File: src/rtl/gseq_pkg.sv
package gseq_pkg;

  // Sequencer states
  typedef enum logic [2:0] {
    ST_IDLE  = 3'd0,  // both gates low, waiting for a cycle start
    ST_LO_ON = 3'd1,  // synchronous rectifier conducting
    ST_WAIT  = 3'd2,  // low commanded off, waiting for discharge sense
    ST_HI_ON = 3'd3,  // high side conducting
    ST_DEAD  = 3'd4,  // fixed delay before low side turns on
    ST_FAULT = 3'd5   // discharge sense never arrived
  } gseq_state_e;

endpackage

File: src/rtl/gseq_counter.sv
module gseq_counter #(
  parameter int LIMIT = 3
) (
  input  logic clk,
  input  logic rst,
  input  logic run,   // count while high, clear while low
  output logic hit    // count has reached LIMIT-1
);
  localparam int W = (LIMIT > 1) ? $clog2(LIMIT) : 1;
  localparam logic [W-1:0] LAST = W'(LIMIT - 1);

  logic [W-1:0] cnt;

  always_ff @(posedge clk) begin
    if (rst || !run)
      cnt <= '0;
    else if (cnt != LAST)
      cnt <= cnt + 1'b1;
  end

  assign hit = run && (cnt == LAST);

  // the interval counter never passes its terminal value
  p_cnt_bound_r8: assert property (@(posedge clk) disable iff (rst)
    cnt <= LAST);

  // a stopped counter restarts from zero on the next run
  p_cnt_clear_r3: assert property (@(posedge clk) disable iff (rst)
    !run |=> cnt == '0);

endmodule

File: src/rtl/gseq_fsm.sv
module gseq_fsm
  import gseq_pkg::*;
(
  input  logic clk,
  input  logic rst,
  input  logic en,
  input  logic uvlo,
  input  logic therm,
  input  logic cyc_start,
  input  logic pwm_off,
  input  logic lo_off_sense,
  input  logic valley_oc,
  input  logic dt_hit,
  input  logic to_hit,
  output logic dt_run,
  output logic to_run,
  output logic gate_hi,
  output logic gate_lo,
  output logic fault
);

  gseq_state_e state, nxt;
  logic inhibit;

  assign inhibit = !en || uvlo || therm;
  assign dt_run  = (state == ST_DEAD);
  assign to_run  = (state == ST_WAIT);

  always_comb begin
    nxt = state;
    if (inhibit) begin
      nxt = ST_IDLE;
    end else begin
      unique case (state)
        ST_IDLE, ST_LO_ON:
          if (cyc_start) nxt = valley_oc ? ST_LO_ON : ST_WAIT;
        ST_WAIT:
          if (pwm_off)           nxt = ST_LO_ON;  // cancel wins
          else if (lo_off_sense) nxt = ST_HI_ON;
          else if (to_hit)       nxt = ST_FAULT;
        ST_HI_ON:
          if (pwm_off) nxt = ST_DEAD;
        ST_DEAD:
          if (dt_hit) nxt = ST_LO_ON;
        ST_FAULT:
          nxt = ST_FAULT;
        default:
          nxt = ST_IDLE;
      endcase
    end
  end

  always_ff @(posedge clk) begin
    if (rst) begin
      state   <= ST_IDLE;
      gate_hi <= 1'b0;
      gate_lo <= 1'b0;
      fault   <= 1'b0;
    end else begin
      state   <= nxt;
      gate_hi <= (nxt == ST_HI_ON);
      gate_lo <= (nxt == ST_LO_ON);
      fault   <= (nxt == ST_FAULT);
    end
  end

  // no shoot-through
  p_no_overlap_r1: assert property (@(posedge clk) disable iff (rst)
    !(gate_hi && gate_lo));

  // high side starts only on a sampled discharge sense
  p_hi_needs_sense_r2: assert property (@(posedge clk) disable iff (rst)
    $rose(gate_hi) |-> $past(lo_off_sense) && !$past(gate_lo));

  // low side stays off for at least two edges after high side falls
  p_dead_edge1_r3: assert property (@(posedge clk) disable iff (rst)
    $fell(gate_hi) |-> !gate_lo);
  p_dead_edge2_r3: assert property (@(posedge clk) disable iff (rst)
    $fell(gate_hi) |=> !gate_lo);

  // over-current at cycle start keeps the rectifier on
  p_oc_skip_r4: assert property (@(posedge clk) disable iff (rst)
    (state == ST_LO_ON && cyc_start && valley_oc && !inhibit)
      |=> gate_lo && !gate_hi);

  // undervoltage forces both gates low
  p_uvlo_off_r5: assert property (@(posedge clk) disable iff (rst)
    uvlo |=> !gate_hi && !gate_lo);

  // thermal shutdown forces both gates low
  p_therm_off_r6: assert property (@(posedge clk) disable iff (rst)
    therm |=> !gate_hi && !gate_lo);

  // disable clears gates and fault
  p_disable_off_r7: assert property (@(posedge clk) disable iff (rst)
    !en |=> !gate_hi && !gate_lo && !fault);

  // a fault keeps the high side off
  p_fault_hi_off_r8: assert property (@(posedge clk) disable iff (rst)
    fault |-> !gate_hi);

  // cancel in the wait state returns to the rectifier
  p_cancel_r9: assert property (@(posedge clk) disable iff (rst)
    (state == ST_WAIT && pwm_off && !inhibit) |=> gate_lo && !gate_hi);

endmodule

File: src/rtl/buck_gate_seq.sv
module buck_gate_seq #(
  parameter int DT_CYC  = 3,
  parameter int TMO_CYC = 64
) (
  input  logic clk,
  input  logic rst,
  input  logic en,
  input  logic uvlo,
  input  logic therm,
  input  logic cyc_start,
  input  logic pwm_off,
  input  logic lo_off_sense,
  input  logic valley_oc,
  output logic gate_hi,
  output logic gate_lo,
  output logic sense_fault
);

  logic dt_run, dt_hit, to_run, to_hit;

  gseq_counter #(.LIMIT(DT_CYC)) u_dead_cnt (
    .clk (clk),
    .rst (rst),
    .run (dt_run),
    .hit (dt_hit)
  );

  gseq_counter #(.LIMIT(TMO_CYC)) u_tmo_cnt (
    .clk (clk),
    .rst (rst),
    .run (to_run),
    .hit (to_hit)
  );

  gseq_fsm u_fsm (
    .clk          (clk),
    .rst          (rst),
    .en           (en),
    .uvlo         (uvlo),
    .therm        (therm),
    .cyc_start    (cyc_start),
    .pwm_off      (pwm_off),
    .lo_off_sense (lo_off_sense),
    .valley_oc    (valley_oc),
    .dt_hit       (dt_hit),
    .to_hit       (to_hit),
    .dt_run       (dt_run),
    .to_run       (to_run),
    .gate_hi      (gate_hi),
    .gate_lo      (gate_lo),
    .fault        (sense_fault)
  );

  // outputs are low on the first edge after reset
  p_reset_low_r10: assert property (@(posedge clk)
    $past(rst) |-> !gate_hi && !gate_lo && !sense_fault);

endmodule

File: config.mk
export PLATFORM = sky130hd
export DESIGN_NAME = buck_gate_seq
export DESIGN_NICKNAME = d
export VERILOG_FILES = /design/src/rtl/gseq_pkg.sv /design/src/rtl/gseq_counter.sv /design/src/rtl/gseq_fsm.sv /design/src/rtl/buck_gate_seq.sv
export SDC_FILE = /design/constraint.sdc
export NUM_CORES = 1
export LEC_CHECK = 0
export ABC_AREA = 1
export BUFFER_PORTS_ARGS = -buffer_cell sky130_fd_sc_hd__buf_2
export CAP_MARGIN = 15
export CORE_AREA = 5 5 50 52
export DETAILED_ROUTE_END_ITERATION = 12
export DIE_AREA = 0 0 55 57
export GPL_ROUTABILITY_DRIVEN = 1
export SETUP_SLACK_MARGIN = 0.15
export SLEW_MARGIN = 20
export SYNTH_ARGS = -nofsm -noshare
export SYNTH_HDL_FRONTEND = slang
export SYNTH_SLANG_ARGS = --single-unit
File: constraint.sdc
create_clock -name clk -period 2.8 [get_ports clk]
set_clock_uncertainty 0.2 [all_clocks]
set_input_delay 0.28 -clock clk [delete_from_list [all_inputs] [get_ports clk]]
set_output_delay 0.28 -clock clk [all_outputs]
set_load 0.02 [all_outputs]
==> flow_metrics.env <==
export IMPL_diodes=0
export IMPL_clk_latency_ns=0.27
export IMPL_postRouteAntennaNets=0
export IMPL_ys_types=25
export IMPL_max_cap_viol_count=0
export IMPL_area_growth_syn_to_layout_pct=15.13
export IMPL_row_count=17
export IMPL_finalNetCount=131
export IMPL_drtIter0Drc=11
export IMPL_antenna_found_initial=0
export IMPL_fp_dieH_um=57
export IMPL_outcome="finished, final reports clean"
export IMPL_hold_slack_ns=0.1265
export IMPL_syn_area_um2=760.7
export IMPL_detailedPlacementHpwl_um=1110
export IMPL_yosysTopAreaCell="dfxtp_1"
export IMPL_cts_sinks=14
export IMPL_r2r_setup_slack_ns=1.17
export IMPL_tightest_slew_ns=0.3518
export IMPL_peakVddDrop_mv=0.1937
export IMPL_io_buffer_count=11
export IMPL_clk_pin_slew_ns=0.07
export IMPL_wl_per_cell_um=9.158
export IMPL_hold_violations=0
export IMPL_dieWidth_um=55
export IMPL_use_met2=0.1655
export IMPL_path_class="reg2reg"
export IMPL_leakage_nw=0.3956
export IMPL_clk_path_buf_depth=2
export IMPL_htree_levels=1
export IMPL_p_per_area_nw_per_um2=378.5
export IMPL_synth_most_common_cell="nand2_1"
export IMPL_grt_most_used_layer="met2"
export IMPL_io_pins=12
export IMPL_post_cts_setup_buffers=0
export IMPL_cts_resized=0
export IMPL_fin_setup_tns_ns=0
export IMPL_hold_class="in2reg"
export IMPL_relSlewSlack=0.7652
export IMPL_drive_above_1_share=0.2458
export IMPL_critical_path_arrival_ns=1.60
export IMPL_setup_viol=0
export IMPL_cp_start_kind="flip-flop"
export IMPL_ys_dominant_reg_cell="dfxtp_1"
export IMPL_synth_fp_nets=115
export IMPL_viasPerCell=4.541
export IMPL_syn_inst=104
export IMPL_grt_max_degree=10
export IMPL_cp_end_kind="flip-flop"
export IMPL_grt_pass1_wl_um=2601
export IMPL_fin_ws_ns=1.166
export IMPL_netlist_area_leader_share=0.3684
export IMPL_synth_edf_count=0
export IMPL_grt_setup_unrepaired="no"
export IMPL_fmax_mhz=611.9
export IMPL_async_flop_share=0
export IMPL_worstPathRequired_ns=2.77
export IMPL_slew_violations=0
export IMPL_pre_cts_ws_ns=1.170
export IMPL_vias=663
export IMPL_critPathMaxFanout=5
export IMPL_grt_use_total=0.1116
export IMPL_finalPower_uw=331.5
export IMPL_globalplace_congestion=0.8930
export IMPL_yosysWarnings=0
export IMPL_ys_seq_area_frac=0.3684
export IMPL_fin_crit_sh=0.5837
export IMPL_wirelength_um=1337
export IMPL_postSynthAreaPerCell_um2=7.315
export IMPL_synth_seq_cells=14
export IMPL_use_met1=0.1454
export IMPL_cts_hold_buf=1
export IMPL_synthTopCellsByCount="nand2_1, nor2_1, dfxtp_1, inv_1, nand3_1"
export IMPL_clock_root_buffer="clkbuf_4"
export IMPL_grt_ovfl_total=0
export IMPL_grtUsageMet3=0.04178
export IMPL_die_area_um2=3135
export IMPL_route_detailed_drc=0
export IMPL_cts_buffers=3
export IMPL_grt_pass1_vias=664
export IMPL_core_area_um2=2063
export IMPL_synth_area_leaders="dfxtp_1, nand2_1, nor2_1, inv_1, nand3_1"
export IMPL_fin_crit_ns=1.634
export IMPL_cts_tree="built"
export IMPL_first_pass_iters=4
export IMPL_start_util=0.3687
## power breakdown
part           internal [mW]  switching [mW]
clock                 0.0497          0.0584
combinational        0.00992          0.0133
sequential             0.199        0.000705
## layout by cell type, fill, tap and decap left out, types with 2 or more instances in the layout
master    count
nor3_1        3
nor2_1       17
buf_2        11
ha_1          2
dfxtp_1      14
inv_2         4
clkbuf_4      3
inv_1        13
nand3_1       8
nand2_2       2
a21oi_1       5
nor3_4        2
a211oi_1      2
nand2_1      18
xor2_1        2
## sequential cells by signal, summed over array words and instances (netlist names)
name            cells
u_tmo_cnt.cnt       6
u_dead_cnt.cnt      2
u_fsm.fault         1
u_fsm.gate_lo       1
u_fsm.state         3
u_fsm.gate_hi       1
## routing by layer
metal | routed length [µm] | vias up
met5 | 0 | -
met2 | 680 | 12
met1 | 618 | 288
met4 | 0 | 0
li1 | - | 363
met3 | 37 | 0
## worst max-delay path, stage by stage (launching register included)
cell and delay [ns]:
dfxtp_1 0.37, ha_1 0.18, nand2_1 0.12, nor2_4 0.19, nand2_4 0.08, nand2_1 0.06
nand2_1 0.04, nand2_1 0.07, nand2_1 0.08, inv_1 0.10, nor2_1 0.04
## final timing paths
check,startpoint,to,depth (start not counted)
min,uvlo,u_fsm.state[2]$_SDFF_PP0_,4
max reg2reg,u_tmo_cnt.cnt[0]$_SDFFE_PP0P_,u_fsm.state[1]$_SDFF_PP0_,10
min reg2reg,u_tmo_cnt.cnt[1]$_SDFFE_PP0P_,u_tmo_cnt.cnt[1]$_SDFFE_PP0P_,2
max,u_tmo_cnt.cnt[0]$_SDFFE_PP0P_,u_fsm.state[1]$_SDFF_PP0_,10
## metrics by stage
stage | utilization | instances | instance area, µm²
floorplan | - | 104 | 760.7
detailed placement | 0.4087 | 142 | 843.3
global placement | 0.4087 | 142 | 843.3
global route | 0.4245 | 146 | 875.8
finish | 0.4245 | 146 | 875.8
CTS | 0.4245 | 146 | 875.8
## logic make-up (layout without fill, tap and decap cells)
kind of cell,after synthesis,in the layout,share of synthesized area
xor+xnor,2,2,0.02303
fa+ha+maj,2,2,0.03289
compound gates,10,10,0.08881
simple gates,58,58,0.3931
flops,14,14,0.3684
buf+inv,18,32,0.09375
## cell type report
| class | instances | area [µm²] |
|---|---|---|
| fill | 213 | 1187 |
| sequential | 14 | 280.3 |
| multi-input combinational | 72 | 409.1 |
| inverter | 17 | 63.81 |
| timing repair buffer | 12 | 65.06 |
| tap | 28 | 35.03 |
| clock buffer | 3 | 22.52 |
Power figures use the tool's default switching activity.
